<file path="src/rtl/chain_dma.sv">
module chain_dma #(
  parameter int AW = 16,
  parameter int DW = 32,
  parameter int ND = 8,
  parameter int CW = 12,
  parameter int BLW = 4,
  localparam int IW = $clog2(ND)
) (
  input  logic          clk,
  input  logic          rst_n,
  input  logic          cfg_we,
  input  logic [IW-1:0] cfg_idx,
  input  logic [AW-1:0] cfg_src,
  input  logic [AW-1:0] cfg_dst,
  input  logic          cfg_sinc,
  input  logic          cfg_dinc,
  input  logic [2:0]    cfg_wcode,
  input  logic [BLW-1:0] cfg_blen,
  input  logic [CW-1:0] cfg_cnt,
  input  logic [IW-1:0] cfg_next,
  input  logic          cfg_last,
  input  logic          cmd_go,
  input  logic [IW-1:0] cmd_head,
  input  logic          cmd_rep,
  input  logic          cmd_eot,
  input  logic          cmd_term,
  input  logic          pause,
  input  logic [1:0]    res_gran,
  output logic          mem_rd_valid,
  output logic [AW-1:0] mem_rd_addr,
  input  logic          mem_rd_ready,
  input  logic [DW-1:0] mem_rd_data,
  input  logic          per_req,
  output logic          per_wr,
  output logic [AW-1:0] per_addr,
  output logic [DW-1:0] per_data,
  output logic [2:0]    per_bytes,
  output logic          per_ack,
  output logic          irq,
  output logic          busy,
  output logic          paused,
  output logic [IW-1:0] cur_idx,
  output logic          err,
  output logic [CW-1:0] residue
);

  typedef enum logic [2:0] {S_IDLE, S_LOAD, S_WAIT, S_BURST, S_DONE} st_t;

  logic [AW-1:0]  m_src [ND];
  logic [AW-1:0]  m_dst [ND];
  logic           m_si  [ND];
  logic           m_di  [ND];
  logic [2:0]     m_w   [ND];
  logic [BLW-1:0] m_bl  [ND];
  logic [CW-1:0]  m_cnt [ND];
  logic [IW-1:0]  m_nx  [ND];
  logic           m_ls  [ND];

  always_ff @(posedge clk)
    if (cfg_we) begin
      m_src[cfg_idx] <= cfg_src;
      m_dst[cfg_idx] <= cfg_dst;
      m_si[cfg_idx]  <= cfg_sinc;
      m_di[cfg_idx]  <= cfg_dinc;
      m_w[cfg_idx]   <= cfg_wcode;
      m_bl[cfg_idx]  <= cfg_blen;
      m_cnt[cfg_idx] <= cfg_cnt;
      m_nx[cfg_idx]  <= cfg_next;
      m_ls[cfg_idx]  <= cfg_last;
    end

  st_t            st;
  logic [IW-1:0]  cur, head, nx;
  logic           rep, ls, si, di;
  logic [AW-1:0]  sa, da;
  logic [2:0]     wb;
  logic [BLW-1:0] bl;
  logic [BLW:0]   bc;
  logic [CW-1:0]  rem, res_q;
  logic           err_q;
  logic           q_v, q_r, q_e;
  logic [IW-1:0]  q_h;

  logic [2:0]    wc_cur;
  logic [CW-1:0] wbx, step, rem_n;
  logic [AW-1:0] wba;
  logic          beat, last_beat, burst_end;
  logic          p_v, p_r, p_e, swap;
  logic [IW-1:0] p_h;

  assign wc_cur    = m_w[cur];
  assign wbx       = {{(CW-3){1'b0}}, wb};
  assign wba       = {{(AW-3){1'b0}}, wb};
  assign step      = (rem < wbx) ? rem : wbx;
  assign rem_n     = rem - step;
  assign last_beat = (rem_n == '0);
  assign burst_end = last_beat || (bc == {{BLW{1'b0}}, 1'b1});

  assign mem_rd_valid = (st == S_BURST) && !pause;
  assign mem_rd_addr  = sa;
  assign beat         = mem_rd_valid && mem_rd_ready;

  assign p_v  = q_v | cmd_go;
  assign p_h  = cmd_go ? cmd_head : q_h;
  assign p_r  = cmd_go ? cmd_rep  : q_r;
  assign p_e  = cmd_go ? cmd_eot  : q_e;
  assign swap = rep ? (p_v && p_e) : p_v;

  assign busy    = (st != S_IDLE);
  assign paused  = busy && pause;
  assign cur_idx = cur;
  assign err     = err_q;
  assign residue = res_q;

  always_ff @(posedge clk) begin
    if (!rst_n) begin
      st <= S_IDLE;
      cur <= '0; head <= '0; nx <= '0;
      rep <= 1'b0; ls <= 1'b0; si <= 1'b0; di <= 1'b0;
      sa <= '0; da <= '0; wb <= 3'd1; bl <= '0; bc <= '0;
      rem <= '0; res_q <= '0; err_q <= 1'b0;
      q_v <= 1'b0; q_r <= 1'b0; q_e <= 1'b0; q_h <= '0;
      per_wr <= 1'b0; per_ack <= 1'b0; irq <= 1'b0;
      per_addr <= '0; per_data <= '0; per_bytes <= '0;
    end else begin
      per_wr  <= 1'b0;
      per_ack <= 1'b0;
      irq     <= 1'b0;
      if (cmd_term) begin
        st  <= S_IDLE;
        q_v <= 1'b0;
        rep <= 1'b0;
      end else begin
        if (cmd_go && st != S_IDLE) begin
          q_v <= 1'b1;
          q_h <= cmd_head;
          q_r <= cmd_rep;
          q_e <= cmd_eot;
        end
        case (st)
          S_IDLE:
            if (cmd_go) begin
              cur   <= cmd_head;
              head  <= cmd_head;
              rep   <= cmd_rep;
              err_q <= 1'b0;
              st    <= S_LOAD;
            end
          S_LOAD: begin
            sa    <= m_src[cur];
            da    <= m_dst[cur];
            si    <= m_si[cur];
            di    <= m_di[cur];
            wb    <= {1'b0, wc_cur[1:0]} + 3'd1;
            bl    <= m_bl[cur];
            nx    <= m_nx[cur];
            ls    <= m_ls[cur];
            rem   <= m_cnt[cur];
            res_q <= m_cnt[cur];
            if (wc_cur[2]) begin
              err_q <= 1'b1;
              q_v   <= 1'b0;
              rep   <= 1'b0;
              st    <= S_IDLE;
            end else if (m_cnt[cur] == '0) st <= S_DONE;
            else st <= S_WAIT;
          end
          S_WAIT:
            if (per_req && !pause) begin
              bc <= {1'b0, bl} + {{BLW{1'b0}}, 1'b1};
              st <= S_BURST;
            end
          S_BURST:
            if (beat) begin
              per_wr    <= 1'b1;
              per_data  <= mem_rd_data;
              per_addr  <= da;
              per_bytes <= step[2:0];
              if (si) sa <= sa + wba;
              if (di) da <= da + wba;
              rem <= rem_n;
              bc  <= bc - {{BLW{1'b0}}, 1'b1};
              if (res_gran == 2'd2) res_q <= rem_n;
              if (burst_end) begin
                per_ack <= 1'b1;
                if (res_gran == 2'd1) res_q <= rem_n;
                st <= last_beat ? S_DONE : S_WAIT;
              end
            end
          S_DONE: begin
            irq   <= 1'b1;
            res_q <= '0;
            st    <= S_LOAD;
            if (!ls) cur <= nx;
            else begin
              q_v <= 1'b0;
              if (swap) begin
                cur  <= p_h;
                head <= p_h;
                rep  <= p_r;
              end else if (rep) cur <= head;
              else st <= S_IDLE;
            end
          end
          default: st <= S_IDLE;
        endcase
      end
    end
  end

endmodule

</file>
<file path="config.mk">
export PLATFORM = sky130hd
export DESIGN_NAME = chain_dma
export DESIGN_NICKNAME = d
export VERILOG_FILES = /design/src/rtl/chain_dma.sv
export SDC_FILE = /design/constraint.sdc
export NUM_CORES = 1
export LEC_CHECK = 0
export BUFFER_PORTS_ARGS = -buffer_cell sky130_fd_sc_hd__buf_2
export CORE_MARGIN = 3
export CORE_UTILIZATION = 54
export CTS_CLUSTER_DIAMETER = 120
export DETAILED_ROUTE_END_ITERATION = 10
export PLACE_DENSITY = 0.73
export SETUP_SLACK_MARGIN = 0.15
export SYNTH_ARGS = -nofsm -noshare
export SYNTH_HDL_FRONTEND = slang
export SYNTH_SLANG_ARGS = --single-unit
export TNS_END_PERCENT = 10
</file>
<file path="constraint.sdc">
create_clock -name clk -period 5.3 [get_ports clk]
set_clock_uncertainty 0.2 [all_clocks]
set_input_delay 0.795 -clock clk [delete_from_list [all_inputs] [get_ports clk]]
set_output_delay 0.795 -clock clk [all_outputs]
set_load 0.01 [all_outputs]
</file>
==> impl_metrics.env <==
export IMPL_status="complete, no violations"
export IMPL_yosys_top_cells_area="edfxtp_1 56%, dfxtp_1 12%, mux4_2 10%, nand2_1 2.9%, mux2i_1 2.2%"
export IMPL_cts_made_buffers=59
export IMPL_clkTransAtPathRegs_ns=0.06
export IMPL_dp_hpwl_mm=34.8
export IMPL_syn_nets=1746
export IMPL_path_cells="inv_1, ha_1, a21boi_0, o21ai_0, nand4_1, mux2_2, ha_1, inv_1, fa_1, a2111o_1, nor4_2, xnor2_1, nand3_1, nor3_1, o21ai_2, a221o_1"
export IMPL_rows=77
export IMPL_place_area_mm2=0.0261
export IMPL_ys_seq_elements=604
export IMPL_cts_root_buffer="clkbuf_16"
export IMPL_grt_pass1_vias=14617
export IMPL_chipWidth_um=219
export IMPL_die_y_um=219
export IMPL_track_usage_pct=23.6
export IMPL_fin_nets=1939
export IMPL_synth_avg_cell_area_um2=15.1
export IMPL_ant_nets=0
export IMPL_grt_overflow=0
export IMPL_antenna_found_initial=2
export IMPL_netlist_area_leader_share_pct=56.0
export IMPL_rsz0062_at_grt="no"
export IMPL_cts_max_level=2
export IMPL_dr_total_vias=14642
export IMPL_drv_cap=0
export IMPL_path_class="reg2reg"
export IMPL_setup_tns_ns=0
export IMPL_synth_edf_count=456
export IMPL_drv_slew=0
export IMPL_ys_async_sr_fraction_pct=0
export IMPL_place_gp_congestion=0.900
export IMPL_clock_sinks=604
export IMPL_route_detailed_drc=0
export IMPL_cts_tree="done"
export IMPL_ys_seq_area_share_pct=68.1
export IMPL_start_util_pct=55.0
export IMPL_grt_first_pass_wirelength_mm=86.0
export IMPL_ctsHoldBuffers=0
export IMPL_wl_mm=56.1
export IMPL_layout_commonest_cell="edfxtp_1"
export IMPL_wl_per_cell_um=22.8
export IMPL_holdCritPathClass="in2reg"
export IMPL_drive_gt1_share_pct=24.7
export IMPL_peakVddDrop_v=0.000317
export IMPL_tightest_slew_ns=1.05
export IMPL_yosys_area_top_type="edfxtp_1"
export IMPL_clockBufferDepth=3
export IMPL_synthDistinctLibCells=61
export IMPL_max_freq_mhz=213
export IMPL_crit_required_ns=5.60
export IMPL_io_buffers=195
export IMPL_yosys_warnings=0
export IMPL_crit_fanout=12
export IMPL_min_period_over_period_pct=88.7
export IMPL_fin_ws_ns=0.598
export IMPL_drt_iter0_markers=1273
export IMPL_fin_crit_ns=4.70
export IMPL_dp_cells=2345
export IMPL_syn_area_mm2=0.0245
export IMPL_startpoint_type="register"
export IMPL_fillerInstances=3222
export IMPL_io_pins=196
export IMPL_clk_latency_ns=0.62
export IMPL_synth_flop_cell="edfxtp_1"
export IMPL_power_density_mw_per_mm2=363
export IMPL_finalHoldViolCount=0
export IMPL_critPathSlowestCell="a2111o_1"
export IMPL_critPathArrivalTime_ns=5.00
export IMPL_final_util_pct=63.2
export IMPL_fin_cells=2458
export IMPL_final_cell_mix="456 x edfxtp_1, 195 x buf_2, 185 x nand2_1"
export IMPL_endpoint_kind="register"
export IMPL_core_mm2=0.0445
export IMPL_dieArea_mm2=0.0479
export IMPL_area_growth_pct=14.9
export IMPL_grt_start_max_net_pins=80
export IMPL_vias_per_cell=5.96
export IMPL_dp_slack_ns=0.510
export IMPL_leakage_nw=9.61
export IMPL_cpPeakStageDelay_ns=0.48
export IMPL_slew_headroom_pct=30.0
export IMPL_setup_viol=0
export IMPL_final_area_mm2=0.0281
export IMPL_synthCells=1621
export IMPL_first_pass_iters=6
## per-layer routing
layer / GRT usage (%) / part of all wire, %
met5: 0 / 0.046
met2: 38.9 / 49
met4: 8.32 / 3.1
met1: 31.8 / 41
met3: 4.39 / 6.9
## Yosys cell counts, drive strengths merged (7+ instances only)
cell,n
o22ai,14
o211ai,10
nor2b,27
and2,9
dfxtp,148
xnor2,10
a21oi,67
a211oi,17
ha,15
nand2b,11
mux2,7
mux2i,55
inv,18
nor3,24
nand3,26
a21boi,59
o211a,11
edfxtp,456
o21ai,60
o31ai,7
nor2,76
buf,28
mux4,114
nand2,187
nor4,15
nand4,9
a21o,12
a31oi,8
clkbuf,65
## report_power, final
part | switching, W | total [W] | leakage (nW) | internal [W]
Combinational | 0.000359 | 0.000628 | 3.28 | 0.000269
Sequential | 0.0000656 | 0.00529 | 5.34 | 0.00522
Clock | 0.00175 | 0.00428 | 0.992 | 0.00254
Total | 0.00217 | 0.0102 | 9.61 | 0.00803
## flip-flops by register name, indices dropped and copies added (netlist names), 4 cells and up, named ones only
register     cells
m_w             24
m_si             8
m_ls             8
m_dst          128
per_addr        16
bc               5
da              16
m_nx            24
m_src          128
bl               4
residue         12
m_bl            32
mem_rd_addr     16
rem             12
m_di             8
per_data        32
m_cnt           96
## timing repair
action,CTS,global route
buffers inserted,0,0
resized for setup,0,1
setup endpoints to repair,0,3
## worst max-delay path, delay by kind of cell (launching register included)
| kind | cells | cell delay (ns) |
|---|---|---|
| fa+ha+maj | 3 | 0.93 |
| buf+inv | 2 | 0.19 |
| flops | 1 | 0.40 |
| simple gates | 4 | 0.98 |
| xor+xnor | 1 | 0.20 |
| mux | 1 | 0.32 |
| compound gates | 5 | 1.38 |
## per-stage QoR
step | hold slack, ns | power [W]
3_3_place_gp | 0.240 | 0.00600
4_1_cts | 0.198 | 0.0103
6_report | 0.227 | 0.0102
3_5_place_dp | 0.247 | 0.00602
2_1_floorplan | 0.250 | 0.00578
5_1_grt | 0.221 | 0.0105
## kinds of logic after synthesis
group / Yosys count / share of synthesized area [%]
AO/OA/AOI/OAI: 290 / 7.77
AND/OR/NAND/NOR: 407 / 7.61
multiplexers: 176 / 13.1
XOR/XNOR: 14 / 0.501
flip-flops: 604 / 68.1
adder cells (fa/ha/maj): 18 / 1.01
buffers and inverters: 112 / 1.95
## final cells by class
| type | instances | area, µm² | area share (%) |
|---|---|---|---|
| Inverter | 19 | 71.3 | 0.254 |
| Multi-Input combinational cell | 905 | 7420 | 26.4 |
| Clock buffer | 88 | 1720 | 6.11 |
| Sequential cell | 604 | 16700 | 59.3 |
| Timing Repair Buffer | 225 | 1210 | 4.31 |
| Tap cell | 592 | 741 | 2.63 |
| Antenna cell | 1 | 2.50 | 0.00890 |
| Clock inverter | 24 | 290 | 1.03 |
## worst paths after layout
path                         from  cells past startpoint  slack, ns           end
setup / recovery            wb[1]                     16       0.60    residue[9]
hold / removal    mem_rd_data[14]                      3       0.23  per_data[14]
setup reg to reg            wb[1]                     16       0.60    residue[9]
hold reg to reg      per_data[16]                      2       0.25  per_data[16]
Note: power is estimated with default switching activity, not from simulation.
